===== src/rtl/ixwin_pkg.sv =====
package ixwin_pkg;

    typedef enum logic [1:0] {
        ST_IDLE,
        ST_MEMACC,
        ST_REGACC
    } state_e;

    typedef enum logic [2:0] {
        CL_INDEX,
        CL_DIRECT,
        CL_WIN_MEM,
        CL_WIN_REG,
        CL_REFUSE,
        CL_DROP
    } cls_e;

    // number of bytes moved by a given size code
    function automatic logic [2:0] szb(input logic [1:0] sz);
        case (sz)
            2'd0:    szb = 3'd1;
            2'd1:    szb = 3'd2;
            default: szb = 3'd4;
        endcase
    endfunction

    // right-aligned data mask for a given size code
    function automatic logic [31:0] szm(input logic [1:0] sz);
        case (sz)
            2'd0:    szm = 32'h0000_00FF;
            2'd1:    szm = 32'h0000_FFFF;
            default: szm = 32'hFFFF_FFFF;
        endcase
    endfunction

endpackage


===== src/rtl/ixwin_decode.sv =====
module ixwin_decode
    import ixwin_pkg::*;
#(
    parameter int REG_AW    = 14,
    parameter int MEM_BYTES = 4096,
    parameter int IDX_ADDR  = 0,
    parameter int WIN_ADDR  = 4
) (
    input  logic [REG_AW-1:0]          h_addr,
    input  logic [1:0]                 h_size,
    input  logic [31:0]                idx_q,
    output cls_e                       cls,
    output logic [REG_AW-3:0]          tgt_word,
    output logic [1:0]                 lane,
    output logic [$clog2(MEM_BYTES)-1:0] mem_off
);
    localparam int MEM_AW = $clog2(MEM_BYTES);
    localparam logic [REG_AW-1:0] IDX_A    = REG_AW'(IDX_ADDR);
    localparam logic [REG_AW-1:0] WIN_A    = REG_AW'(WIN_ADDR);
    localparam logic [31:0]       WIN_LAST = 32'(WIN_ADDR + 3);

    logic [REG_AW-1:0] fwd_sum;
    logic [31:0]       mem_limit;

    always_comb begin
        fwd_sum   = idx_q[REG_AW-1:0] + REG_AW'(h_addr[1:0]);
        mem_limit = 32'(MEM_BYTES) - 32'(szb(h_size));
        cls       = CL_DIRECT;
        tgt_word  = h_addr[REG_AW-1:2];
        lane      = h_addr[1:0];
        mem_off   = idx_q[MEM_AW-1:0];
        if (h_addr == IDX_A) begin
            cls = CL_INDEX;
        end else if (h_addr[REG_AW-1:2] == WIN_A[REG_AW-1:2]) begin
            if (idx_q[31]) begin
                // memory path: offset is not applied, data starts at lane 0
                lane = 2'd0;
                cls  = ({1'b0, idx_q[30:0]} <= mem_limit) ? CL_WIN_MEM : CL_DROP;
            end else if (idx_q > WIN_LAST) begin
                cls      = CL_WIN_REG;
                tgt_word = fwd_sum[REG_AW-1:2];
                lane     = fwd_sum[1:0];
            end else begin
                cls = CL_REFUSE;
            end
        end
    end

endmodule


===== src/rtl/ixwin_lanes.sv =====
module ixwin_lanes
    import ixwin_pkg::*;
(
    input  logic [1:0]  size,
    input  logic [1:0]  lane,
    input  logic [31:0] word_in,
    input  logic [31:0] wdata,
    output logic [31:0] rd_val,
    output logic [31:0] wr_word
);
    logic [4:0]  shamt;
    logic [31:0] fmask;

    always_comb begin
        shamt   = {lane, 3'b000};
        fmask   = szm(size) << shamt;
        rd_val  = (word_in >> shamt) & szm(size);
        wr_word = (word_in & ~fmask) | ((wdata << shamt) & fmask);
    end

endmodule


===== src/rtl/ixwin_bridge.sv =====
module ixwin_bridge
    import ixwin_pkg::*;
#(
    parameter int REG_AW    = 14,
    parameter int MEM_BYTES = 4096,
    parameter int IDX_ADDR  = 0,
    parameter int WIN_ADDR  = 4
) (
    input  logic                          clk,
    input  logic                          rst_n,
    input  logic                          h_valid,
    input  logic                          h_write,
    input  logic [REG_AW-1:0]             h_addr,
    input  logic [1:0]                    h_size,
    input  logic [31:0]                   h_wdata,
    output logic [31:0]                   h_rdata,
    output logic                          h_ready,
    output logic                          h_err,
    output logic                          mem_req,
    output logic                          mem_we,
    output logic [$clog2(MEM_BYTES)-1:0]  mem_addr,
    output logic [3:0]                    mem_be,
    output logic [31:0]                   mem_wdata,
    input  logic [31:0]                   mem_rdata,
    output logic                          reg_req,
    output logic                          reg_we,
    output logic [REG_AW-1:0]             reg_addr,
    output logic [31:0]                   reg_wdata,
    input  logic [31:0]                   reg_rdata
);
    localparam int MEM_AW = $clog2(MEM_BYTES);
    localparam logic [REG_AW-1:0] IDX_A = REG_AW'(IDX_ADDR);

    state_e              state_q, state_d;
    logic [31:0]         idx_q;
    logic                op_we_q;
    logic [1:0]          op_size_q;
    logic [1:0]          op_lane_q;
    logic [31:0]         op_wdata_q;
    logic [REG_AW-3:0]   op_rword_q;
    logic [MEM_AW-1:0]   op_maddr_q;

    cls_e                cls;
    logic [REG_AW-3:0]   dec_word;
    logic [1:0]          dec_lane;
    logic [MEM_AW-1:0]   dec_moff;
    logic [31:0]         lane_src;
    logic [31:0]         lane_rd;
    logic [31:0]         lane_wr;

    ixwin_decode #(
        .REG_AW   (REG_AW),
        .MEM_BYTES(MEM_BYTES),
        .IDX_ADDR (IDX_ADDR),
        .WIN_ADDR (WIN_ADDR)
    ) u_decode (
        .h_addr  (h_addr),
        .h_size  (h_size),
        .idx_q   (idx_q),
        .cls     (cls),
        .tgt_word(dec_word),
        .lane    (dec_lane),
        .mem_off (dec_moff)
    );

    assign lane_src = (state_q == ST_MEMACC) ? mem_rdata : reg_rdata;

    ixwin_lanes u_lanes (
        .size   (op_size_q),
        .lane   (op_lane_q),
        .word_in(lane_src),
        .wdata  (op_wdata_q),
        .rd_val (lane_rd),
        .wr_word(lane_wr)
    );

    // state register
    always_ff @(posedge clk or negedge rst_n) begin
        if (!rst_n) state_q <= ST_IDLE;
        else        state_q <= state_d;
    end

    // next state
    always_comb begin
        state_d = state_q;
        unique case (state_q)
            ST_IDLE: begin
                if (h_valid) begin
                    if (cls == CL_WIN_MEM)                          state_d = ST_MEMACC;
                    else if (cls == CL_WIN_REG || cls == CL_DIRECT) state_d = ST_REGACC;
                end
            end
            ST_MEMACC: state_d = ST_IDLE;
            ST_REGACC: state_d = ST_IDLE;
            default:   state_d = ST_IDLE;
        endcase
    end

    // pointer and latched operation
    always_ff @(posedge clk or negedge rst_n) begin
        if (!rst_n) begin
            idx_q      <= '0;
            op_we_q    <= 1'b0;
            op_size_q  <= '0;
            op_lane_q  <= '0;
            op_wdata_q <= '0;
            op_rword_q <= '0;
            op_maddr_q <= '0;
        end else if (state_q == ST_IDLE && h_valid) begin
            if (cls == CL_INDEX && h_write) idx_q <= {h_wdata[31:2], 2'b00};
            op_we_q    <= h_write;
            op_size_q  <= h_size;
            op_lane_q  <= dec_lane;
            op_wdata_q <= h_wdata;
            op_rword_q <= dec_word;
            op_maddr_q <= dec_moff;
        end
    end

    // byte enables for memory, lanes counted from 0
    for (genvar b = 0; b < 4; b++) begin : g_be
        assign mem_be[b] = mem_req && (3'(b) < szb(op_size_q));
    end

    assign mem_addr  = op_maddr_q;
    assign mem_wdata = op_wdata_q;
    assign reg_addr  = {op_rword_q, 2'b00};

    // outputs
    always_comb begin
        h_ready   = 1'b0;
        h_err     = 1'b0;
        h_rdata   = '0;
        mem_req   = 1'b0;
        mem_we    = 1'b0;
        reg_req   = 1'b0;
        reg_we    = 1'b0;
        reg_wdata = '0;
        unique case (state_q)
            ST_IDLE: begin
                if (h_valid) begin
                    unique case (cls)
                        CL_INDEX: begin
                            h_ready = 1'b1;
                            h_rdata = idx_q;
                        end
                        CL_REFUSE: begin
                            h_ready = 1'b1;
                            h_err   = 1'b1;
                        end
                        CL_DROP: h_ready = 1'b1;
                        default: ;
                    endcase
                end
            end
            ST_MEMACC: begin
                mem_req = 1'b1;
                mem_we  = op_we_q;
                h_ready = 1'b1;
                h_rdata = lane_rd;
            end
            ST_REGACC: begin
                reg_req   = 1'b1;
                reg_we    = op_we_q;
                reg_wdata = lane_wr;
                h_ready   = 1'b1;
                h_rdata   = lane_rd;
            end
            default: ;
        endcase
    end

    AST_IDX_LOW_CLEAR: assert property (@(posedge clk) disable iff (!rst_n)
        (h_ready && h_write && h_addr == IDX_A && state_q == ST_IDLE) |=> (idx_q[1:0] == 2'b00 && idx_q[31:2] == $past(h_wdata[31:2])));

    AST_MEM_IN_BOUNDS: assert property (@(posedge clk) disable iff (!rst_n)
        mem_req |-> ((33'(mem_addr) + 33'(szb(op_size_q))) <= 33'(MEM_BYTES)));

    AST_REFUSE_QUIET: assert property (@(posedge clk) disable iff (!rst_n)
        h_err |-> (h_ready && h_rdata == 32'd0 && !mem_req && !reg_req));

    AST_ONE_EXTRA_CYCLE: assert property (@(posedge clk) disable iff (!rst_n)
        (mem_req || reg_req) |=> (!mem_req && !reg_req));

    AST_BYTE_KEEPS_REST: assert property (@(posedge clk) disable iff (!rst_n)
        (reg_we && reg_req && op_size_q == 2'd0) |-> (((reg_wdata ^ reg_rdata) & ~(32'hFF << {op_lane_q, 3'b000})) == 32'd0));

    AST_FULL_WORD_PASS: assert property (@(posedge clk) disable iff (!rst_n)
        (reg_we && reg_req && op_size_q[1] && op_lane_q == 2'd0) |-> (reg_wdata == op_wdata_q));

endmodule


===== config.mk =====
export PLATFORM = sky130hd
export DESIGN_NAME = ixwin_bridge
export DESIGN_NICKNAME = d
export VERILOG_FILES = /design/src/rtl/ixwin_pkg.sv /design/src/rtl/ixwin_decode.sv /design/src/rtl/ixwin_lanes.sv /design/src/rtl/ixwin_bridge.sv
export SDC_FILE = /design/constraint.sdc
export NUM_CORES = 1
export LEC_CHECK = 0
export BUFFER_PORTS_ARGS = -buffer_cell sky130_fd_sc_hd__buf_4
export CAP_MARGIN = 10
export CORE_MARGIN = 4
export CORE_UTILIZATION = 40
export DETAILED_ROUTE_END_ITERATION = 8
export GPL_ROUTABILITY_DRIVEN = 0
export PLACE_DENSITY = 0.64
export RECOVER_POWER = 100
export SLEW_MARGIN = 40
export SYNTH_ARGS = -nofsm -noshare
export SYNTH_HDL_FRONTEND = slang
export SYNTH_HIERARCHICAL = 1
export SYNTH_SLANG_ARGS = --single-unit

===== constraint.sdc =====
create_clock -name clk -period 5 [get_ports clk]
set_input_delay 0.5 -clock clk [delete_from_list [all_inputs] [get_ports clk]]
set_output_delay 0.5 -clock clk [all_outputs]
set_load 0.02 [all_outputs]

== Word level (Yosys, flattened, before mapping) ==
Index checks and enable logic that the tools add are counted.
Word-level totals
  flip-flop bits (word level): 91
  latch bits: 0
  bits in writable memories: 0
  bits in read-only memories: 0
  input port bits: 116
  output and inout bits: 132
  logic and storage cells: 87
  memories: 0
Cells by class
  $add $sub $neg: 2
  multiply operators: 0
  divide/modulo/power cells: 0
  magnitude comparators: 6
  eq/ne operators: 12
  shift operators: 3
  mux-type cells: 35
  bitwise logic cells: 5
  reductions and logical operators: 16
Operators by type and width (count)
  $mux 32: 4
  $pmux 32 s2: 2
  $and 32x32->32: 3
  $shl 32x5->32: 2
  $mux 12: 4
  $gt 32x3->1 const B: 1
  $le 31x32->1: 1
  $not 32->32: 1
  $or 32x32->32: 1
  $shr 32x5->32: 1
  $mux 2: 8
  $mux 3: 5
  $add 14x2->14: 1
  $logic_not 14->1: 1
  $sub 13x3->14 const A: 1
  $eq 12x1->1 const B: 1
  $pmux 3 s2: 2
  $mux 1: 9
  $eq 2x1->1 const B: 3
  $eq 3x2->1 const B: 2
  $eq 3x3->1 const B: 2
  $logic_and 1x1->1: 6
  $logic_not 2->1: 3
  $lt 1x3->1 const A: 2
  11 further kinds: 13

== Longest topological paths before layout ==
  word-level depth: 14
  gate-level depth with buffers: 14
  depth with buffers taken out: 13

== Modules after synthesis ==
Netlist, hierarchy kept.
By module, submodules not included
  ixwin_bridge: times used 1, cells each 372, area each 4677.0 um^2, seq. area each 2327.2 um^2
  ixwin_lanes: times used 1, cells each 185, area each 1512.7 um^2, seq. area each 0.0 um^2
  ixwin_decode: times used 1, cells each 135, area each 1033.5 um^2, seq. area each 0.0 um^2

== Worst setup path before layout ==
OpenSTA, ideal clock, no wires.
  kind: input-to-output
  start: input h_size[1]
  end: output h_rdata[12]
  arrival time: 3.257 ns
  data required time: 4.500 ns
  path slack: 1.243 ns
  stages on the path: 13
  path buffers: 1
  path through: or2_2 ha_1 inv_1 ha_1 nor2b_1 o21bai_1 a2111oi_2 o211ai_1 and3b_1 nor4b_2 clkbuf_1 a32oi_1 nor2_1
Between the ends
  word-level cells in the longest chain between the ends: 12
  elaborated cells on any way between the ends: 13
  classes of those cells: add/sub: 1; order compare: 1; eq/ne: 1; mux: 8; reduce/logical: 2
RTL lines
  start: declaration: line ixwin_bridge.sv:14  | input logic [1:0] h_size,
  $eq 2x1->1 / $logic_not 2->1 (equally long branches): line ixwin_pkg.sv:20  | case (sz)
  $pmux 3 s2 *: line ixwin_pkg.sv:20
  $sub 13x3->14 *: line ixwin_decode.sv:27  | mem_limit = 32'(MEM_BYTES) - 32'(szb(h_size));
  $le 31x32->1 *: line ixwin_decode.sv:38  | cls = ({1'b0, idx_q[30:0]} <= mem_limit) ? CL_WIN_MEM : CL_DROP;
  $mux 3 *: line ixwin_decode.sv:38
  $mux 3 *: line ixwin_decode.sv:35  | if (idx_q[31]) begin
  $mux 3 *: line ixwin_decode.sv:34  | end else if (h_addr[REG_AW-1:2] == WIN_A[REG_AW-1:2]) begin
  $mux 3 *: line ixwin_decode.sv:32  | if (h_addr == IDX_A) begin
  net cls[1]: line ixwin_bridge.sv:43  | cls_e cls;
  $logic_not 3->1 *: line ixwin_bridge.sv:142  | unique case (cls)
  $mux 32 *: line ixwin_bridge.sv:142
  $mux 32 *: line ixwin_bridge.sv:141  | if (h_valid) begin
  $pmux 32 s2 *: line ixwin_bridge.sv:139  | unique case (state_q)
  end: declaration: line ixwin_bridge.sv:16  | output logic [31:0] h_rdata,
Mark *: on every way through the listed nets, which the timed path passes. The rest lies on a longest branch.

== Worst setup path in the final report ==
  start: input h_size[1]
  end: output h_rdata[31]
Same word-level chain as after synthesis.

==> results.rst <==
.. list-table::
   :header-rows: 1

   * - Metric
     - Value
   * - Slew Viols, Final
     - 126
   * - Worst setup path startpoint
     - h_size[1]
   * - Root buffer selected by CTS
     - sky130_fd_sc_hd__clkbuf_16
   * - Startpoint type of the worst setup path
     - primary input
   * - Via count
     - 6335
   * - Synthesized area divided by synthesized cell count
     - 10.44 µm²
   * - Depth of the worst register-to-register path
     - 10
   * - Initial antenna violation count
     - 0
   * - Count of final setup violators
     - 0
   * - Power share of the clock group
     - 0.153
   * - Combinational cell fraction of total power
     - 0.568
   * - Final antenna-violating net count
     - 0
   * - Post-CTS setup repair buffer count
     - 0
   * - Share of flip-flops with an asynchronous set or reset
     - 1.000
   * - Max-capacitance violation count
     - 3
   * - Final critical delay including setup and external delays
     - 4.452 ns
   * - I/O pin cnt
     - ~250
   * - CP Data Arrival Time
     - 3.95 ns
   * - Clock buffers created by TritonCTS
     - 9
   * - Area share of the leading cell type in the synthesized netlist
     - 0.3222
   * - Post-synth EDFFs
     - 0
   * - Detail Route met3 WL
     - 2230 µm
   * - Overall Power
     - 5.045 mW
   * - Most frequent cells in the layout
     - sky130_fd_sc_hd__buf_4 (172), sky130_fd_sc_hd__mux2_2 (98), sky130_fd_sc_hd__dfrtp_1 (91)
   * - Reg2reg start
     - idx_q[12]$_DFFE_PN0P_
   * - Mean number of vias per cell
     - between 5 and 6
   * - Class of the tightest hold or removal check
     - in2reg
   * - Part of the Yosys area used for sequential elements
     - 0.3222
   * - First-pass GRT wire length
     - 37490 µm
   * - Relative contribution of sequential cells to total power
     - 0.279
   * - Antenna Diode Count
     - 0
   * - Vias in the first global route
     - 6197
   * - Post-Syn Area
     - 7223 µm²
   * - Number of input and output port buffers inserted
     - 245
   * - Die boundary height
     - 142.4 µm
   * - Leakage power of the design
     - about 4.2 nW
   * - Routed wl met2
     - 11620 µm
   * - Most common cell after layout, fill and taps aside
     - sky130_fd_sc_hd__buf_4
   * - Actual transition at the worst max-transition pin
     - roughly 2.6 ns
   * - Result of the run
     - complete, but fails checks
   * - Worst clock skew on the final layout
     - approximately 0.0085 ns
   * - Max frequency
     - 224.6 MHz
   * - Tcrit/Tclk final
     - 0.8903
   * - Net Sw Power
     - approximately 2.4 mW
   * - Detailed-routing wirelength on met1
     - 11200 µm
   * - Cells after synthesis
     - 692
   * - Clock transition at the register clock pins on the worst setup and hold paths after CTS
     - about 0.070 ns
   * - Pin count of the biggest net entering global routing
     - 52
   * - Biggest area contributors in the synthesized netlist
     - sky130_fd_sc_hd__dfrtp_1 (32%), sky130_fd_sc_hd__mux2_2 (20%), sky130_fd_sc_hd__mux2i_1 (5.3%)
   * - Internal power consumption
     - roughly 2.7 mW
   * - RSZ-0062 raised after global routing
     - false
   * - Routed len/inst
     - about 23 µm
   * - Iter 0 DRT Violations
     - 565
   * - Number of H-tree branching levels
     - 3
   * - CTS tree
     - built
   * - NumNets Final
     - 1037
   * - Overall routed net length
     - 25530 µm
   * - Topmost layer with routed signal wires
     - met4
   * - Headroom to the max-slew limit
     - -0.7036
   * - Req. time, crit path
     - 4.50 ns
   * - Die area
     - 20270 µm²
   * - Total gr overflow
     - 0
   * - Final HPWL DP
     - 19450 µm
   * - Number of synthesized register bits
     - 93
   * - Maximum root-to-sink buffer count
     - 2
   * - Count of unique library cells instantiated by Yosys
     - 66
   * - CTS hold repair buffers
     - 0
   * - Post-synthesis cell type with the largest combined area
     - sky130_fd_sc_hd__dfrtp_1
   * - DIE WIDTH
     - between 100 and 150 µm
   * - Aggregate global-route resource usage
     - 0.2430
   * - Setup TNS Final
     - 0 ns
   * - Yosys warnings
     - 6
   * - Crit Path Max Fanout
     - 31
   * - Ratio of total power to cell area
     - 558.1 nW/µm²
   * - Share of cells above drive strength 1
     - 0.3476
   * - Most frequently used flop master after synthesis
     - sky130_fd_sc_hd__dfrtp_1
   * - Switching share of power
     - 0.4711
   * - Maximum vdd drop
     - 0.2653 mV
   * - Number of placement rows
     - 48
   * - Post_cts resized
     - 0
   * - Register-to-register setup slack
     - 0.73 ns
   * - Clock latency at the later pin of the worst-skew pair
     - 0.35 ns
   * - Worst R2R End
     - idx_q[12]$_DFFE_PN0P_
   * - Effective utilization at floorplan
     - 0.4133
   * - Violations in the final reports
     - max-capacitance violations, max-slew violations
   * - DR pass1 iterations
     - 5
   * - CTS sink count
     - 93
   * - Sort of element at the end of the critical path
     - primary output
   * - DRC Markers
     - 0
   * - Worst Setup Path Type
     - in2out
   * - CORE AREA
     - 17480 µm²
   * - P&R area growth vs syn
     - 25.15%
   * - CP endpoint
     - h_rdata[31]
   * - Final hold violation count
     - 0
[power by group through the flow]
stage               Combinational (mW)  Clock [mW]  Sequential, mW
CTS                               3.06       0.784            1.40
global route                      3.06       0.814            1.44
global placement                  3.04           0            1.41
floorplan                         1.85           0            1.38
finish                            2.87       0.769            1.41
detailed placement                3.05           0            1.41
[critical path, stage by stage]
cell and delay (ns):
sky130_fd_sc_hd__buf_4 0.12, sky130_fd_sc_hd__or2_2 0.31, sky130_fd_sc_hd__ha_1 0.30, sky130_fd_sc_hd__inv_1 0.06, sky130_fd_sc_hd__ha_1 0.14, sky130_fd_sc_hd__nor2b_1 0.13
sky130_fd_sc_hd__o21bai_1 0.07, sky130_fd_sc_hd__a2111oi_0 0.58, sky130_fd_sc_hd__o211ai_1 0.18, sky130_fd_sc_hd__and3b_1 0.25, sky130_fd_sc_hd__nor4b_1 0.32, sky130_fd_sc_hd__buf_4 0.38
sky130_fd_sc_hd__a32oi_1 0.15, sky130_fd_sc_hd__nor2_1 0.14, sky130_fd_sc_hd__clkbuf_1 0.32
[registers in the layout (all words and copies together), names as in the netlist]
name / cells
mem_wdata: 32
idx_q: 30
mem_addr: 12
op_rword_q: 12
op_lane_q: 2
op_size_q: 2
state_q: 2
op_we_q: 1
[kinds of logic after synthesis]
family	count (synthesis)	synth area share
adders and majority gates	17	0.03049
xor gates and xnor gates	12	0.01455
AOI/OAI and AO/OA	104	0.1166
and+or+nand+nor	185	0.1455
other	2	0.001040
DFF	93	0.3222
buffers and inverters	80	0.06600
muxes	199	0.3037
[synth_stat cells, types with 2 or more instances]
library cell                number
sky130_fd_sc_hd__mux2_2        128
sky130_fd_sc_hd__dfrtp_1        93
sky130_fd_sc_hd__nor2_1         44
sky130_fd_sc_hd__and2_1         38
sky130_fd_sc_hd__mux2i_1        38
sky130_fd_sc_hd__mux2_1         33
sky130_fd_sc_hd__a32oi_1        30
sky130_fd_sc_hd__nand2_1        25
sky130_fd_sc_hd__clkbuf_1       21
sky130_fd_sc_hd__a21oi_1        19
sky130_fd_sc_hd__buf_4          17
sky130_fd_sc_hd__ha_1           16
sky130_fd_sc_hd__inv_1          15
sky130_fd_sc_hd__buf_2          14
sky130_fd_sc_hd__nor2b_1        14
sky130_fd_sc_hd__o21bai_2        9
sky130_fd_sc_hd__a211oi_1        8
sky130_fd_sc_hd__and3_1          8
sky130_fd_sc_hd__nor4_1          8
sky130_fd_sc_hd__or2_1           8
sky130_fd_sc_hd__nand4_1         7
sky130_fd_sc_hd__o2bb2ai_1       7
sky130_fd_sc_hd__xor2_1          7
sky130_fd_sc_hd__buf_6           6
sky130_fd_sc_hd__nor3_1          6
sky130_fd_sc_hd__xnor2_1         5
sky130_fd_sc_hd__a31oi_1         4
sky130_fd_sc_hd__nand2b_1        4
sky130_fd_sc_hd__nand3_1         4
sky130_fd_sc_hd__o21bai_1        4
sky130_fd_sc_hd__a21o_1          3
sky130_fd_sc_hd__buf_1           3
sky130_fd_sc_hd__buf_12          3
sky130_fd_sc_hd__o21a_1          3
sky130_fd_sc_hd__o21ai_0         3
sky130_fd_sc_hd__a22oi_1         2
sky130_fd_sc_hd__and3b_1         2
sky130_fd_sc_hd__conb_1          2
sky130_fd_sc_hd__nor2_2          2
sky130_fd_sc_hd__nor2_4          2
sky130_fd_sc_hd__or2_2           2
[final cells by class]
| type | instances | area (µm²) |
|---|---|---|
| clock buffers | 10 | 239.0 |
| clock inverters | 6 | 91.34 |
| fillers | 1692 | 8437 |
| inverters | 15 | 56.30 |
| multi-input cells | 531 | 4420 |
| flip-flops and latches | 93 | 2335 |
| well taps | 225 | 281.5 |
| repair buffers | 254 | 1617 |
[metrics by stage]
stage                 util  setup WS (ns)  hold WS [ns]  instance area (µm²)  cells
detailed placement  0.5197         0.7406        0.4953                 9082   1118
finish              0.5173         0.5485        0.3728                 9040   1134
floorplan                -          1.243        0.2044                 7268    704
global placement    0.5187         0.8524        0.4900                 9065   1118
global route        0.5173         0.2938        0.3720                 9040   1134
CTS                 0.5386         0.8613        0.1389                 9413   1134
[layer usage]
layer / up-vias / GRT usage
met5: - / 0
met4: 0 / 0.06503
met3: 31 / 0.06183
met2: 320 / 0.3801
met1: 3067 / 0.3363
li1: 2917 / -
[worst min-delay path by stage]
stage / from / endpoint / slack [ns] / cells past startpoint
after detailed placement: op_rword_q[8]$_DFFE_PN0P_ / op_rword_q[8]$_DFFE_PN0P_ / 0.50 / 1
after global routing: h_wdata[15] / idx_q[15]$_DFFE_PN0P_ / 0.37 / 2
after global placement: op_rword_q[6]$_DFFE_PN0P_ / op_rword_q[6]$_DFFE_PN0P_ / 0.49 / 1
final: h_wdata[5] / idx_q[5]$_DFFE_PN0P_ / 0.37 / 2
after floorplan: rst_n / idx_q[10]$_DFFE_PN0P_ / 0.20 / 0
after CTS: rst_n / op_rword_q[4]$_DFFE_PN0P_ / 0.14 / 1
Power figures use the tool's default switching activity.
